==> src/rtl/wdtPkg.sv <==
package wdtPkg;

  // Strobes the control half hands to the datapath each cycle
  typedef struct packed {
    logic loadCmp;   // capture a new match value
    logic clearCnt;  // software counter clear (highest priority)
    logic advance;   // accepted tick
    logic wrapCnt;   // timer-mode return to zero after a match
  } ctrlStrobes_t;

  // Register select encoding
  localparam logic SEL_CMP  = 1'b0;
  localparam logic SEL_CTRL = 1'b1;

endpackage

==> src/rtl/wdtDatapath.sv <==
module wdtDatapath
  import wdtPkg::*;
#(
  parameter int CNT_W = 6,
  parameter logic [CNT_W-1:0] CMP_RESET = '1
) (
  input  logic             clk,
  input  logic             rstN,
  input  ctrlStrobes_t     strobes,
  input  logic [CNT_W-1:0] cmpData,
  output logic [CNT_W-1:0] countVal,
  output logic [CNT_W-1:0] cmpVal,
  output logic             hitNext
);

  logic [CNT_W-1:0] baseVal;
  logic [CNT_W-1:0] incVal;

  // After a timer-mode match the count restarts from zero, and a tick
  // arriving on that very cycle is still counted on top of the zero.
  always_comb begin
    baseVal = strobes.wrapCnt ? '0 : countVal;
    incVal  = baseVal + 1'b1;
  end

  always_ff @(posedge clk or negedge rstN) begin
    if (!rstN) begin
      countVal <= '0;
    end else if (strobes.clearCnt) begin
      countVal <= '0;
    end else if (strobes.advance) begin
      countVal <= incVal;
    end else if (strobes.wrapCnt) begin
      countVal <= '0;
    end
  end

  always_ff @(posedge clk or negedge rstN) begin
    if (!rstN) begin
      cmpVal <= CMP_RESET;
    end else if (strobes.loadCmp) begin
      cmpVal <= cmpData;
    end
  end

  // A match counts only when a tick carries the counter onto the value
  always_comb begin
    hitNext = strobes.advance && !strobes.clearCnt && (incVal == cmpVal);
  end

endmodule

==> src/rtl/wdtControl.sv <==
module wdtControl
  import wdtPkg::*;
(
  input  logic         clk,
  input  logic         rstN,
  input  logic         regWrEn,
  input  logic         regSel,
  input  logic         wrClrBit,
  input  logic         wrEnBit,
  input  logic         wrIrqBit,
  input  logic         tick,
  input  logic         stopMode,
  input  logic         hitNext,
  output ctrlStrobes_t strobes,
  output logic         wdEnable,
  output logic         resetReq,
  output logic         irqFlag
);

  logic wrCmp;
  logic wrCtrl;
  logic hitQ;
  logic irqSet;
  logic irqClr;

  always_comb begin
    wrCmp            = regWrEn && (regSel == SEL_CMP);
    wrCtrl           = regWrEn && (regSel == SEL_CTRL);
    strobes.loadCmp  = wrCmp;
    strobes.clearCnt = wrCmp && wrClrBit;
    strobes.advance  = tick && !stopMode;
    strobes.wrapCnt  = hitQ && !wdEnable;
    irqSet           = hitQ && !wdEnable;
    irqClr           = wrCtrl && wrIrqBit;
  end

  always_ff @(posedge clk or negedge rstN) begin
    if (!rstN) begin
      wdEnable <= 1'b0;
      hitQ     <= 1'b0;
      resetReq <= 1'b0;
      irqFlag  <= 1'b0;
    end else begin
      if (wrCtrl) begin
        wdEnable <= wrEnBit;
      end
      hitQ     <= hitNext;
      resetReq <= hitQ && wdEnable;
      // set beats clear on a shared edge
      if (irqSet) begin
        irqFlag <= 1'b1;
      end else if (irqClr) begin
        irqFlag <= 1'b0;
      end
    end
  end

endmodule

==> src/rtl/wdtIntervalTimer.sv <==
module wdtIntervalTimer
  import wdtPkg::*;
#(
  parameter int CNT_W  = 6,
  parameter int DATA_W = 8,
  parameter int EN_BIT = 5
) (
  input  logic              clk,
  input  logic              rstN,
  input  logic              regWrEn,
  input  logic              regSel,
  input  logic [DATA_W-1:0] regWrData,
  output logic [DATA_W-1:0] regRdData,
  input  logic              tick,
  input  logic              stopMode,
  output logic              resetReq,
  output logic              irqFlag
);

  localparam int CLR_BIT = CNT_W;
  localparam int IRQ_BIT = DATA_W - 1;

  ctrlStrobes_t     strobes;
  logic [CNT_W-1:0] countVal;
  logic [CNT_W-1:0] cmpVal;
  logic             hitNext;
  logic             wdEnable;

  wdtControl u_ctrl (
    .clk      (clk),
    .rstN     (rstN),
    .regWrEn  (regWrEn),
    .regSel   (regSel),
    .wrClrBit (regWrData[CLR_BIT]),
    .wrEnBit  (regWrData[EN_BIT]),
    .wrIrqBit (regWrData[IRQ_BIT]),
    .tick     (tick),
    .stopMode (stopMode),
    .hitNext  (hitNext),
    .strobes  (strobes),
    .wdEnable (wdEnable),
    .resetReq (resetReq),
    .irqFlag  (irqFlag)
  );

  wdtDatapath #(.CNT_W(CNT_W)) u_data (
    .clk      (clk),
    .rstN     (rstN),
    .strobes  (strobes),
    .cmpData  (regWrData[CNT_W-1:0]),
    .countVal (countVal),
    .cmpVal   (cmpVal),
    .hitNext  (hitNext)
  );

  always_comb begin
    regRdData = '0;
    if (regSel == SEL_CTRL) begin
      regRdData[EN_BIT]  = wdEnable;
      regRdData[IRQ_BIT] = irqFlag;
    end else begin
      regRdData[CNT_W-1:0] = cmpVal;
    end
  end

endmodule

==> config.mk <==
export PLATFORM = sky130hd
export DESIGN_NAME = wdtIntervalTimer
export DESIGN_NICKNAME = d
export VERILOG_FILES = /design/src/rtl/wdtPkg.sv /design/src/rtl/wdtDatapath.sv /design/src/rtl/wdtControl.sv /design/src/rtl/wdtIntervalTimer.sv
export SDC_FILE = /design/constraint.sdc
export NUM_CORES = 1
export LEC_CHECK = 0
export BUFFER_PORTS_ARGS = -buffer_cell sky130_fd_sc_hd__buf_4
export CORE_ASPECT_RATIO = 0.6
export CORE_MARGIN = 4
export CORE_UTILIZATION = 45
export DETAILED_ROUTE_END_ITERATION = 7
export GPL_ROUTABILITY_DRIVEN = 0
export GPL_TIMING_DRIVEN = 0
export PLACE_DENSITY = 0.7
export SLEW_MARGIN = 20
export SYNTH_ARGS = -nofsm -noshare
export SYNTH_HDL_FRONTEND = slang
export SYNTH_HIERARCHICAL = 1
export SYNTH_SLANG_ARGS = --single-unit
==> constraint.sdc <==
create_clock -name clk -period 2.55 [get_ports clk]
set_input_delay 0.255 -clock clk [delete_from_list [all_inputs] [get_ports clk]]
set_output_delay 0.255 -clock clk [all_outputs]
set_load 0.1 [all_outputs]
==> results of run 1 <==
[worst register-to-register path, cell delays in order, from the launching register on]
cell and delay (ns):
dfrtp_1 0.40, nor2b_1 0.16, buf_4 0.16, buf_6 0.14
nor2b_1 0.07, ha_1 0.32, xor2_1 0.17, nor3b_1 0.18
nand3_1 0.13, nor4_2 0.29
[path summary, 6_finish.rpt]
| kind | endpoint | depth (start not counted) | slack [ns] |
|---|---|---|---|
| hold / removal | u_data/cmpVal[3] | 2 | 0.24 |
| max in group asynchronous | u_data/cmpVal[1] | 2 | 1.90 |
| setup reg to reg | u_ctrl/hitQ | 9 | 0.42 |
| setup / recovery | u_ctrl/hitQ | 9 | 0.42 |
| hold reg to reg | u_ctrl/resetReq | 1 | 0.49 |
| min in group asynchronous | u_ctrl/wdEnable | 2 | 0.40 |
[cells by family after synthesis]
kind of cell               Yosys count
and+or+nand+nor                     41
xor gates and xnor gates            11
muxes                               12
other                                1
AOI/OAI and AO/OA                    4
buffers and inverters                6
adders and majority gates            1
DFF                                 16
[registers in the layout, summed over array words and instances (netlist names)]
register / count
u_ctrl/wdEnable: 1
u_data/countVal: 6
u_ctrl/resetReq: 1
u_data/cmpVal: 6
u_ctrl/hitQ: 1
u_ctrl/irqFlag: 1
[power by group through the flow]
stage	Clock [mW]	Sequential (mW)	Combinational [mW]
after floorplan	0	0.358	0.293
after global placement	0	0.359	0.369
after detailed placement	0	0.361	0.376
after CTS	0.205	0.357	0.381
after global routing	0.218	0.365	0.408
final	0.196	0.356	0.377
[placed cells by master (no fill, tap or decap), types with 2 or more instances in the layout]
master and n:
mux2_4 2, mux2i_1 4, clkbuf_1 3, xnor2_1 7
and2b_2 5, nor3_1 4, dfrtp_1 10, nand2_1 2
and2_1 3, nand2b_1 2, nand3_1 6, nor2_1 5
buf_4 25, clkbuf_8 3, nor2b_1 6, xor2_1 4
mux2_2 6, dfstp_2 6
[final cells by class]
cell class | count | area (um^2)
plain buffers | 6 | 41.3
repair buffers | 23 | 175
flip-flops and latches | 16 | 408
fillers | 161 | 716
clock buffers | 4 | 45.0
multi-input cells | 70 | 547
well taps | 28 | 35.0
[Yosys cell counts (2+ instances only)]
cell and number:
nor3_1 4, xor2_1 4, nand2b_1 2, clkbuf_1 2, mux2i_1 4, dfstp_2 6, and2b_2 5, and2_1 3
xnor2_1 7, nor2b_1 6, nand2_1 2, nand3_1 6, mux2_2 6, buf_4 3, mux2_4 2, nor2_1 5
dfrtp_1 10
[what timing repair did]
action | 4_1_cts | 5_1_grt
hold buffers | 1 | 0
setup buffers | 0 | 0
resized for setup | 0 | 0
endpoints found under the hold margin | 10 | 0
[layer usage]
layer  routed length [um]  track usage, %  part of all wire, %
met1                  980            20.9                   50
met2                  864            20.9                   44
met3                  125            5.33                  6.3
met4                    0            1.16                    0
met5                    0               0                    0
[stage by stage]
stage,total power [mW],hold WS (ns),cell area [um^2]
after global routing,0.991,0.234,1250
final,0.930,0.239,1250
after CTS,0.943,0.232,1250
after global placement,0.727,0.125,1200
after detailed placement,0.737,0.128,1200
after floorplan,0.651,-0.0406,996
==> reports/results.tsv, run 1 <==
metric	value	unit
Critical Path AT	2.28	ns
endpoint kind of the worst setup timing path	flop	
cell type group with the largest total delay on the critical path	simple AND/OR/NAND/NOR gates	
FMAX	469	MHz
mean instance size in the synthesized netlist	10.8	um^2
Synth Area in Adders	1.26	%
drt first-iter violations	37	
total I/O pin count	24	
share of total power in sequential cells	38.3	%
chip width	68.7	um
cells after synthesis	92	
vias in the first global route	664	
wire length of the first global-routing pass	3.22	mm
Switch Pwr	0.357	mW
Die H	44.4	um
PnR worst setup slack	0.419	ns
Synth Area in Simple Gates	26.9	%
dominant cell type by area after synthesis	dfrtp_1	
required time at the worst-slack endpoint	2.70	ns
number of synthesized flops with an enable pin	0	
Area growth syn-to-layout	25.6	%
number of antenna violations at the first check in global routing	0	
clock tree from TritonCTS	built	
status	complete, no violations	
Detailed Route WL	1.97	mm
area enclosed by the die boundary	0.00305	mm^2
max-slew violations	0	
clock latency reported for the late side of the worst-skew pair	0.24	ns
combined buffer and inverter count along the critical path	2	
GRT overflow	0	
worst supply voltage drop on vdd	0.592	mV
critical path's largest stage delay	0.40	ns
Pre-Repair DR Iteration Count	4	
Synthesis Warnings	6	
count of non-filler cells in the finished layout	147	
compound-cell area share of the yosys netlist	2.89	%
worst slack after detailed placement	0.456	ns
Root Buffer	clkbuf_8	
drt wl/cell	13.4	um
buffers from clock root to sink, at most	2	
Via Count	723	
Clk network pwr share	21.1	%
RR Startpoint	u_ctrl/wdEnable	
fraction of final layout cells with drive strength greater than 1	43.7	%
part of the total power dissipated in combinational logic	40.6	%
Min-Delay Startpoint	regWrData[3]	
crit path max-delay cell type	dfrtp_1	
commonest register cell after synthesis	dfrtp_1	
type of origin of the critical path	flop	
count of final setup violators	0	
total negative slack	0	ns
fin nets	135	
fraction of post-synthesis cell area in the top cell type by area	25.1	%
number of clock sinks	16	
total clock buffers created by CTS	3	
clock transition at the registers of the reported paths	0.06	ns
start point of the critical path	u_ctrl/wdEnable	
cell type with the highest occurrence count on the critical path	nor2b_1	
dominant cells by area after synthesis	dfrtp_1, dfstp_2, mux2_2	
number of standard-cell rows in the floorplan	12	
max_cap viols	0	
Static Leak	0.582	nW
ratio of total power to cell area	743	mW/mm^2
crit path cell chain	nor2b_1, buf_4, buf_6, nor2b_1, ha_1, xor2_1, nor3b_1, nand3_1, nor4_2	
final HPWL from detailed placement	1.50	mm
dominant combinational cell family by area after synthesis	simple AND/OR/NAND/NOR gates	
final clock skew	0.000822	ns
effective utilization at floorplan	50.6	%
internal power contribution	0.572	mW
post-synthesis cell area	996	um^2
Synth Register Bits	16	
mean number of vias per cell	4.92	
type of the setup path with the least slack	reg -> reg	
area share of xor/xnor cells in the synthesized design	9.67	%
Diodes inserted	0	
final antenna-violating net count	0	
DRC viols	0	
net count after synthesis	107	
count of distinct cell types in the synthesized netlist	32	
final worst path period need	2.13	ns
htree depth	1	
mux cell area share after synthesis	13.8	%
sequential-to-total area share from yosys stat	41.0	%
Std-Cell Core Area	0.00197	mm^2
RSZ-0062 raised after global routing	false	
Sw Share	38.4	%
highest fanout seen on the critical path	10	
fraction of the core area covered by cells at the end of the flow	63.6	%
Tot GR Track Use	14.3	%
port buffer count	22	
total count of hold-check failures in the final report	0	
total instance count after detailed placement	142	
pin count of the biggest net entering global routing	17	
proportion of register bits with asynchronous set or reset after synthesis	100	%
worst min-delay path class	in -> reg	
final period utilization	83.6	%
Note: power is estimated with default switching activity, not from simulation.
==> run 2: changes to the inputs <==
==> constraint.sdc (replaced) <==
create_clock -name clk -period 2 [get_ports clk]
set_input_delay 0.2 -clock clk [delete_from_list [all_inputs] [get_ports clk]]
set_output_delay 0.2 -clock clk [all_outputs]
set_load 0.1 [all_outputs]
==> reports/results.tsv, run 2 (synthesis gave the netlist of run 1 again) <==
metric	value	unit	change
Via Count	747		+3.3%
Pre-Repair DR Iteration Count	4		unchanged
highest fanout seen on the critical path	9		-1
fraction of final layout cells with drive strength greater than 1	48.0	%	+4.3 points
fin nets	141		+4.4%
max-slew violations	0		unchanged
worst hold path stage count	2		unchanged
htree depth	1		unchanged
Clk network pwr share	21.0	%	about the same
chip width	68.7	um	unchanged
Root Buffer	clkbuf_8		
number of standard-cell rows in the floorplan	12		unchanged
Tot GR Track Use	14.5	%	+0.21 points
type of origin of the critical path	flop		
Sw Share	38.6	%	+0.21 points
clock tree from TritonCTS	built		
port buffer count	22		unchanged
final clock skew	0.000680	ns	-0.000142 ns
area of all placed cells without fillers	0.00130	mm^2	+4.0%
ratio of total power to cell area	920	mW/mm^2	+24%
buffers from clock root to sink, at most	2		unchanged
drt wl/cell	13.6	um	+1.4%
pin count of the biggest net entering global routing	17		unchanged
required time at the worst-slack endpoint	2.15	ns	-0.55 ns
post-layout power	1.20	mW	+29%
count of final setup violators	0		unchanged
effective utilization at floorplan	50.6	%	unchanged
final antenna-violating net count	0		unchanged
wire length of the first global-routing pass	3.26	mm	+1.3%
crit path max-delay cell type	dfrtp_1		
Area growth syn-to-layout	30.7	%	
critical path's largest stage delay	0.41	ns	about the same
Die H	44.4	um	unchanged
GRT overflow	0		unchanged
FMAX	512	MHz	+9.1%
part of the total power dissipated in combinational logic	40.9	%	+0.3 points
mean number of vias per cell	4.88		-0.73%
Worst Hold Endpoint	u_data/cmpVal[4]		
endpoint kind of the worst setup timing path	flop		
vias in the first global route	664		unchanged
crit path cell chain	nor2b_2, buf_6, nor2b_2, ha_1, xor2_1, nor3b_1, nand3_1, nor4_2		
drt first-iter violations	43		+16%
most frequent cells in the layout	buf_4, dfrtp_1, xnor2_1		
Switch Pwr	0.463	mW	+29%
final period utilization	97.6	%	+14 points
final worst path period need	1.95	ns	-0.178 ns
Detailed Route WL	2.08	mm	+5.5%
clock transition at the registers of the reported paths	0.06	ns	about the same
DRC viols	0		unchanged
most common cell after layout, fill and taps aside	buf_4		
internal power contribution	0.735	mW	+28%
max_cap viols	0		unchanged
final HPWL from detailed placement	1.50	mm	unchanged
Static Leak	0.615	nW	+5.7%
worst min-delay path class	in -> reg		
Std-Cell Core Area	0.00197	mm^2	unchanged
PnR worst setup slack	0.0474	ns	-0.372 ns
number of cell instances on the worst register-to-register path	8		-1
Critical Path AT	2.10	ns	-0.18 ns
total count of hold-check failures in the final report	0		unchanged
post-place instance area	0.00120	mm^2	unchanged
end of the worst register-to-register path	u_ctrl/hitQ		
total I/O pin count	24		unchanged
Min-Delay Startpoint	regWrData[4]		
hold slack	0.183	ns	-0.0569 ns
worst supply voltage drop on vdd	0.771	mV	+30%
number of clock sinks	16		unchanged
clock latency reported for the late side of the worst-skew pair	0.25	ns	about the same
largest registers	u_data/cmpVal: 6 flops, u_data/countVal: 6 flops		
slack of the worst reg-to-reg path	0.05	ns	-0.37 ns
cell type with the highest occurrence count on the critical path	nor2b_2		
Diodes inserted	0		unchanged
share of total power in sequential cells	38.1	%	-0.2 points
type of the setup path with the least slack	reg -> reg		
status	complete, no violations		
area enclosed by the die boundary	0.00305	mm^2	unchanged
combined buffer and inverter count along the critical path	1		-1
cell type group with the largest total delay on the critical path	simple AND/OR/NAND/NOR gates		
worst slack after detailed placement	-0.0943	ns	-0.550 ns
number of antenna violations at the first check in global routing	0		unchanged
total clock buffers created by CTS	3		unchanged
RR Startpoint	u_ctrl/wdEnable		
## run 2: how the worst max path moves through the flow
| stage | startpoint | end | slack [ns] | depth (start not counted) |
|---|---|---|---|---|
| after global placement | u_ctrl/wdEnable | u_ctrl/hitQ | -0.07 | 9 |
| after CTS | u_ctrl/wdEnable | u_ctrl/hitQ | 0.002 | 9 |
| final | u_ctrl/wdEnable | u_ctrl/hitQ | 0.05 | 8 |
| after detailed placement | u_ctrl/wdEnable | u_ctrl/hitQ | -0.09 | 9 |
| after floorplan | u_ctrl/wdEnable | u_ctrl/hitQ | 0.11 | 9 |
| after global routing | u_ctrl/wdEnable | u_ctrl/hitQ | -0.02 | 8 |
## run 2: area by class of cell
type | count | area, um^2
fill | 154 | 666
multi-input combinational | 70 | 552
sequential | 16 | 408
timing repair buffer | 30 | 228
clock buffer | 4 | 45.0
tap | 28 | 35.0
buffer | 5 | 33.8
## run 2: per-layer routing
metal	vias to the layer above	GRT usage [%]	part of all wire, %
li1	377	-	-
met1	350	21.2	50
met2	20	21.3	43
met3	0	5.33	6.2
met4	0	1.16	0
met5	-	0	0
## run 2: power by group through the flow
stage | combinational [mW] | clock (mW) | sequential [mW]
2_1_floorplan | 0.374 | 0 | 0.457
3_3_place_gp | 0.470 | 0 | 0.457
3_5_place_dp | 0.480 | 0 | 0.460
4_1_cts | 0.487 | 0.261 | 0.455
5_1_grt | 0.528 | 0.278 | 0.466
6_report | 0.489 | 0.252 | 0.456
## run 2: worst register-to-register path, stage by stage (launching register included)
cell	delay [ns]
dfrtp_1	0.41
nor2b_2	0.16
buf_6	0.17
nor2b_2	0.06
ha_1	0.32
xor2_1	0.17
nor3b_1	0.18
nand3_1	0.13
nor4_2	0.25
## run 2: per-stage QoR
step                      cells  utilization (%)  setup TNS, ns
final                       153             66.2              0
after global routing        153             66.2        -0.0216
after CTS                   148             64.0              0
after detailed placement    142             60.8        -0.0943
after global placement      142             60.8        -0.0670
after floorplan              92                -              0
## run 2: what timing repair did
action	CTS	global route
setup endpoints to repair	1	1
setup buffers	1	6
endpoints found under the hold margin	10	0
pin swaps	1	2
gates resized for setup	0	3
hold buffers	1	0
